### config.mk
export PLATFORM = sky130hd
export DESIGN_NAME = wp_cmd_detect
export DESIGN_NICKNAME = d
export VERILOG_FILES = /design/src/rtl/wpd_pkg.sv /design/src/rtl/wpd_matcher.sv /design/src/rtl/wpd_window.sv /design/src/rtl/wpd_flag.sv /design/src/rtl/wp_cmd_detect.sv
export SDC_FILE = /design/constraint.sdc
export NUM_CORES = 1
export LEC_CHECK = 0
export BUFFER_PORTS_ARGS = -buffer_cell sky130_fd_sc_hd__buf_2
export CORE_MARGIN = 2
export CORE_UTILIZATION = 30
export DETAILED_ROUTE_END_ITERATION = 7
export GPL_TIMING_DRIVEN = 0
export PLACE_DENSITY = 0.57
export SYNTH_ARGS = -nofsm -noshare
export SYNTH_HDL_FRONTEND = slang
export SYNTH_SLANG_ARGS = --single-unit
### constraint.sdc
create_clock -name clk -period 6.4 [get_ports clk]
set_input_delay 0.64 -clock clk [delete_from_list [all_inputs] [get_ports clk]]
set_output_delay 0.64 -clock clk [all_outputs]
set_load 0.005 [all_outputs]
### src/rtl/wpd_pkg.sv
package wpd_pkg;
  typedef enum logic [1:0] {
    HIT_NONE = 2'd0,
    HIT_STEP = 2'd1,
    HIT_LOCK = 2'd2,
    HIT_FREE = 2'd3
  } hit_e;

  localparam int unsigned SEQ_LEN  = 6;
  localparam int unsigned STEP_W   = 3;
  localparam int unsigned FORK_IDX = 2;
endpackage

### src/rtl/wpd_matcher.sv
module wpd_matcher
  import wpd_pkg::*;
#(
  parameter int unsigned ADDR_W = 13,
  parameter int unsigned DATA_W = 8,
  parameter logic [ADDR_W-1:0] ADR_P = 13'h1555,
  parameter logic [ADDR_W-1:0] ADR_Q = 13'h0AAA,
  parameter logic [DATA_W-1:0] KEY_1 = 8'hAA,
  parameter logic [DATA_W-1:0] KEY_2 = 8'h55,
  parameter logic [DATA_W-1:0] KEY_LOCK = 8'hA0,
  parameter logic [DATA_W-1:0] KEY_3 = 8'h80,
  parameter logic [DATA_W-1:0] KEY_FREE = 8'h20
) (
  input  logic              clk,
  input  logic              rst,
  input  logic              restart,
  input  logic              byte_ev,
  input  logic [ADDR_W-1:0] addr,
  input  logic [DATA_W-1:0] data,
  output hit_e              hit,
  output logic              is_cmd
);
  localparam int unsigned TBL = 2 ** STEP_W;

  logic [ADDR_W-1:0] exp_a [TBL];
  logic [DATA_W-1:0] exp_d [TBL];
  logic [STEP_W-1:0] step;
  logic              live;

  for (genvar i = 0; i < TBL; i++) begin : g_tbl
    if (i == 1 || i == 4) begin : g_q
      assign exp_a[i] = ADR_Q;
      assign exp_d[i] = KEY_2;
    end else if (i == 2) begin : g_fork
      assign exp_a[i] = ADR_P;
      assign exp_d[i] = KEY_3;
    end else if (i == 5) begin : g_last
      assign exp_a[i] = ADR_P;
      assign exp_d[i] = KEY_FREE;
    end else if (i < SEQ_LEN) begin : g_p
      assign exp_a[i] = ADR_P;
      assign exp_d[i] = KEY_1;
    end else begin : g_pad
      assign exp_a[i] = '1;
      assign exp_d[i] = '0;
    end
  end

  logic base_ok, lock_ok;
  assign base_ok = (addr == exp_a[step]) && (data == exp_d[step]);
  assign lock_ok = (step == STEP_W'(FORK_IDX)) && (addr == ADR_P) && (data == KEY_LOCK);

  always_comb begin
    hit = HIT_NONE;
    if (byte_ev && live) begin
      if (lock_ok)
        hit = HIT_LOCK;
      else if (base_ok)
        hit = (step == STEP_W'(SEQ_LEN - 1)) ? HIT_FREE : HIT_STEP;
    end
  end

  assign is_cmd = (hit != HIT_NONE);

  always_ff @(posedge clk) begin
    if (rst || restart) begin
      step <= '0;
      live <= 1'b1;
    end else if (byte_ev && live) begin
      if (hit == HIT_STEP)
        step <= step + 1'b1;
      else
        live <= 1'b0;
    end
  end
endmodule

### src/rtl/wpd_window.sv
module wpd_window
  import wpd_pkg::*;
(
  input  logic clk,
  input  logic rst,
  input  logic ld_valid,
  input  logic win_timeout,
  input  logic cyc_done,
  input  hit_e hit,
  output logic accept,
  output logic cyc_end,
  output logic busy,
  output logic auth,
  output logic pend_set,
  output logic pend_clr
);
  logic open_q;

  assign accept  = ld_valid && !busy && !win_timeout;
  assign cyc_end = cyc_done && busy;

  always_ff @(posedge clk) begin
    if (rst) begin
      open_q   <= 1'b0;
      busy     <= 1'b0;
      auth     <= 1'b0;
      pend_set <= 1'b0;
      pend_clr <= 1'b0;
    end else begin
      if (accept) begin
        open_q <= 1'b1;
        if (hit == HIT_LOCK) begin
          auth     <= 1'b1;
          pend_set <= 1'b1;
        end else if (hit == HIT_FREE) begin
          auth     <= 1'b1;
          pend_clr <= 1'b1;
        end
      end
      if (win_timeout && open_q) begin
        open_q <= 1'b0;
        busy   <= 1'b1;
      end
      if (cyc_end) begin
        busy     <= 1'b0;
        auth     <= 1'b0;
        pend_set <= 1'b0;
        pend_clr <= 1'b0;
      end
    end
  end
endmodule

### src/rtl/wpd_flag.sv
module wpd_flag (
  input  logic clk,
  input  logic rst,
  input  logic prot_init,
  input  logic cyc_end,
  input  logic pend_set,
  input  logic pend_clr,
  output logic prot_flag
);
  always_ff @(posedge clk) begin
    if (rst)
      prot_flag <= prot_init;
    else if (cyc_end && pend_set)
      prot_flag <= 1'b1;
    else if (cyc_end && pend_clr)
      prot_flag <= 1'b0;
  end
endmodule

### src/rtl/wp_cmd_detect.sv
module wp_cmd_detect
  import wpd_pkg::*;
#(
  parameter int unsigned ADDR_W = 13,
  parameter int unsigned DATA_W = 8
) (
  input  logic              clk,
  input  logic              rst,
  input  logic              prot_init,
  input  logic              ld_valid,
  input  logic [ADDR_W-1:0] ld_addr,
  input  logic [DATA_W-1:0] ld_data,
  input  logic              win_timeout,
  input  logic              cyc_done,
  output logic              wr_commit,
  output logic              wr_discard,
  output logic              busy,
  output logic              prot_flag
);
  hit_e hit;
  logic is_cmd, accept, cyc_end, auth, pend_set, pend_clr;

  wpd_matcher #(.ADDR_W(ADDR_W), .DATA_W(DATA_W)) u_match (
    .clk(clk), .rst(rst), .restart(win_timeout), .byte_ev(accept),
    .addr(ld_addr), .data(ld_data), .hit(hit), .is_cmd(is_cmd)
  );

  wpd_window u_win (
    .clk(clk), .rst(rst), .ld_valid(ld_valid), .win_timeout(win_timeout),
    .cyc_done(cyc_done), .hit(hit), .accept(accept), .cyc_end(cyc_end),
    .busy(busy), .auth(auth), .pend_set(pend_set), .pend_clr(pend_clr)
  );

  wpd_flag u_flag (
    .clk(clk), .rst(rst), .prot_init(prot_init), .cyc_end(cyc_end),
    .pend_set(pend_set), .pend_clr(pend_clr), .prot_flag(prot_flag)
  );

  logic store_ok;
  assign store_ok = !is_cmd && (!prot_flag || auth);

  always_ff @(posedge clk) begin
    if (rst) begin
      wr_commit  <= 1'b0;
      wr_discard <= 1'b0;
    end else begin
      wr_commit  <= accept && store_ok;
      wr_discard <= accept && !store_ok;
    end
  end
endmodule

==> impl_metrics.csv <==
group,metric,value,unit
drt,routed_via_density,5.32,
final_layout,nets,163,
placed_design,port_buffers,30,
timing,finalHoldViolCount,0,
pwr,switching_share,23.9,%
floorplanning,die_height,56.7,um
pwr,combPwrFrac,13.8,%
worst_setup_path,cp_cell_sequence,"inv_1, ha_1, nor2_1, o21ai_0, a211o_1, or4_1, a32o_1",
final_layout,diodes,0,
timing,finalCritPeriodShare,37.7,%
timing,setup_violations,0,
clocking,cts-root-buf,"clkbuf_4",
worst_setup_path,cp-start-kind,"flip-flop",
timing,slew_headroom,65.3,%
timing,finalMaxSlewViolations,0,
floorplanning,dieWidth,56.7,um
pwr,seqPwrFrac,53.0,%
global_routing,track_usage,12.0,%
synth,synthAdderAreaFrac,9.00,%
worst_setup_path,slowest_delay,0.53,ns
synth,ys_ff_latch,12,
pwr,p_leak,0.000431,uW
worst_setup_path,ff2ff_path_depth,7,
min_path,hp-class,"flip-flop to flip-flop",
clocking,cts_setup_buffers,0,
worst_setup_path,end_kind,"flip-flop",
synth,synthTopCellsByCount,"dfxtp_1 (11), nand2_1 (8), ha_1 (6), nor2_1 (6), nor3_1 (6)",
final_layout,seq_area,250,um^2
floorplanning,ios,31,
final_layout,multiInputGateArea,564,um^2
final_layout,area_delta_synth_final,25.8,%
drt,drc,0,
worst_setup_path,cp_slowest_cell,"or4_1",
final_layout,drive_gt1_share,33.3,%
placed_design,dp.cells,156,
timing,finClkSkew,0.00597,ns
global_routing,grt_first_pass_wirelength,3150,um
global_routing,grt_pass1_vias,789,
clocking,hold_buffers,0,
global_routing,grt_remaining_overflow,0,
synth,yosysSeqAreaShare,30.0,%
synth,synth_top_family_by_area,"simple AND/OR/NAND/NOR gates",
synth,synthXorXnorAreaFrac,0,%
synth,synth_compound_area_share,19.6,%
timing,rsz0062_at_grt,"no",
worst_setup_path,crit_type,"flip-flop to flip-flop",
synth,synth_top_cell_by_area,"dfxtp_1",
floorplanning,rows,19,
worst_setup_path,cp.depth,7,
synth,synthArstFlopShare,0,%
pwr,powerDensity,140,nW/um^2
worst_setup_path,arrival,2.58,ns
timing,hold_slack,0.470,ns
min_path,holdPathStages,1,
clocking,cts_buffer_depth,2,
timing,fmaxAchievable,415,MHz
synth,synthesis.nets,128,
drt,routedWlPerCell,11.6,um
run,cap_violations,0,
synth,synth_area,835,um^2
clocking,cts_tree,"done",
clocking,cts_buffers,3,
clocking,cts_resized,0,
placed_design,hpwl,1570,um
synth,synthTopCellsByArea,"dfxtp_1 (26%), ha_1 (9.0%), mux2i_1 (6.0%)",
synth,syn_inst,95,
synth,ys_types,39,
pwr,p_int,112,uW
clocking,ctsHtreeMaxLevel,1,
drt,drtPass1Iterations,4,
synth,synth_most_common_cell,"dfxtp_1",
final_layout,fill_cells,286,
synth,synth_mux_area_share,7.35,%
synth,yosys.area_share.simple,31.6,%
floorplanning,start_util,30.8,%
floorplanning,coreArea,2710,um^2
global_routing,grt_start_max_net_pins,11,
drt,ant_nets,0,
final_layout,fin_cells,160,
drt,drt_iter0_drc,17,
run_status,status,"completed",
worst_setup_path,cp_top_family,"simple AND/OR/NAND/NOR gates",
clocking,clock_latency,0.28,ns
pwr,switchingPower,35.1,uW
placed_design,place_congestion,0.855,
worst_setup_path,cp_max_fo,5,
clocking,cts.clk_slew.worst_paths,0.07,ns
synth,yosysWarnings,0,
timing,fin_crit,2.41,ns
synth,avgSynthCellArea,8.78,um^2
pwr,clkPwrFrac,33.2,%
clocking,cts_num_sinks,12,
global_routing,grt_antenna_before_repair,0,
synth,synth_edf_count,1,
synth,yosysTopAreaCellShare,26.4,%
floorplanning,die_area,3220,um^2
pwr,irDropWorstVdd,130,uV
worst_setup_path,cp.buffers_inverters,1,
drt,dr_total_vias,851,
synth,synthFlopType,"dfxtp_1",
timing,tns,0,ns
drt,wl,1860,um
timing,worst_pin_slew,0.517,ns
worst_setup_path,critPathRequiredTime,6.57,ns
power by group through the flow:
stage | clock network [uW] | registers (uW) | logic (uW)
after detailed placement | 0 | 79.7 | 20.2
final | 48.7 | 77.9 | 20.2
after CTS | 50.2 | 77.9 | 20.3
after global placement | 0 | 79.6 | 19.5
after global routing | 53.7 | 78.1 | 22.6
after floorplan | 0 | 79.7 | 7.67
sequential cells by signal (all words and copies together), names as in the netlist:
signal / flops
u_win.open_q: 1
u_win.auth: 1
wr_discard: 1
u_win.pend_clr: 1
u_match.live: 1
u_flag.prot_flag: 1
u_win.busy: 1
u_match.step: 3
wr_commit: 1
u_win.pend_set: 1
layout by cell type (no fill, tap or decap), types with 3 or more instances in the layout:
cell	instances
buf_2	31
mux2i_1	5
dfxtp_1	11
nor2_1	6
nand2_1	8
nor4_1	3
nor3_1	6
nand4_1	3
clkbuf_4	3
inv_1	4
o21a_1	3
ha_1	6
a21oi_1	5
final cells by class:
type,count,share of cell area (%)
inverter,4,1.43
multi-input combinational,78,53.8
timing repair buffer,30,14.3
clock buffer,4,2.50
buffer,1,0.477
tap,31,3.69
sequential,12,23.8
worst paths after layout:
| check | slack, ns | startpoint | to |
|---|---|---|---|
| worst max-delay path | 3.99 | u_match.step[0] | u_match.step[2] |
| worst min-delay path | 0.47 | u_win.open_q | u_win.open_q |
| worst max register to register | 3.99 | u_match.step[0] | u_match.step[2] |
| worst min register to register | 0.47 | u_win.open_q | u_win.open_q |
per-layer routing:
metal | vias to the layer above | share of wire (%) | wire [um] | GRT usage, %
li1 | 429 | - | - | -
met1 | 403 | 43 | 803 | 13.7
met2 | 19 | 51 | 954 | 22.1
met3 | 0 | 5.6 | 104 | 4.38
met4 | 0 | 0 | 0 | 0.997
met5 | - | 0 | 0 | 0
kinds of logic (layout without fill, tap and decap cells):
| family | Yosys count | count (layout) |
|---|---|---|
| AOI/OAI and AO/OA | 21 | 21 |
| buffers and inverters | 5 | 39 |
| DFF | 12 | 12 |
| and+or+nand+nor | 45 | 45 |
| muxes | 6 | 6 |
| adders and majority gates | 6 | 6 |
metrics by stage:
step | area (um^2) | setup WS [ns] | power [uW] | util (%)
global route | 1050 | 3.83 | 154 | 38.7
CTS | 1050 | 3.99 | 148 | 38.7
detailed placement | 1020 | 3.81 | 99.8 | 37.8
global placement | 1020 | 3.81 | 99.1 | 37.8
finish | 1050 | 3.99 | 147 | 38.7
floorplan | 835 | 4.05 | 87.4 | -
Note: power is estimated with default switching activity, not from simulation.
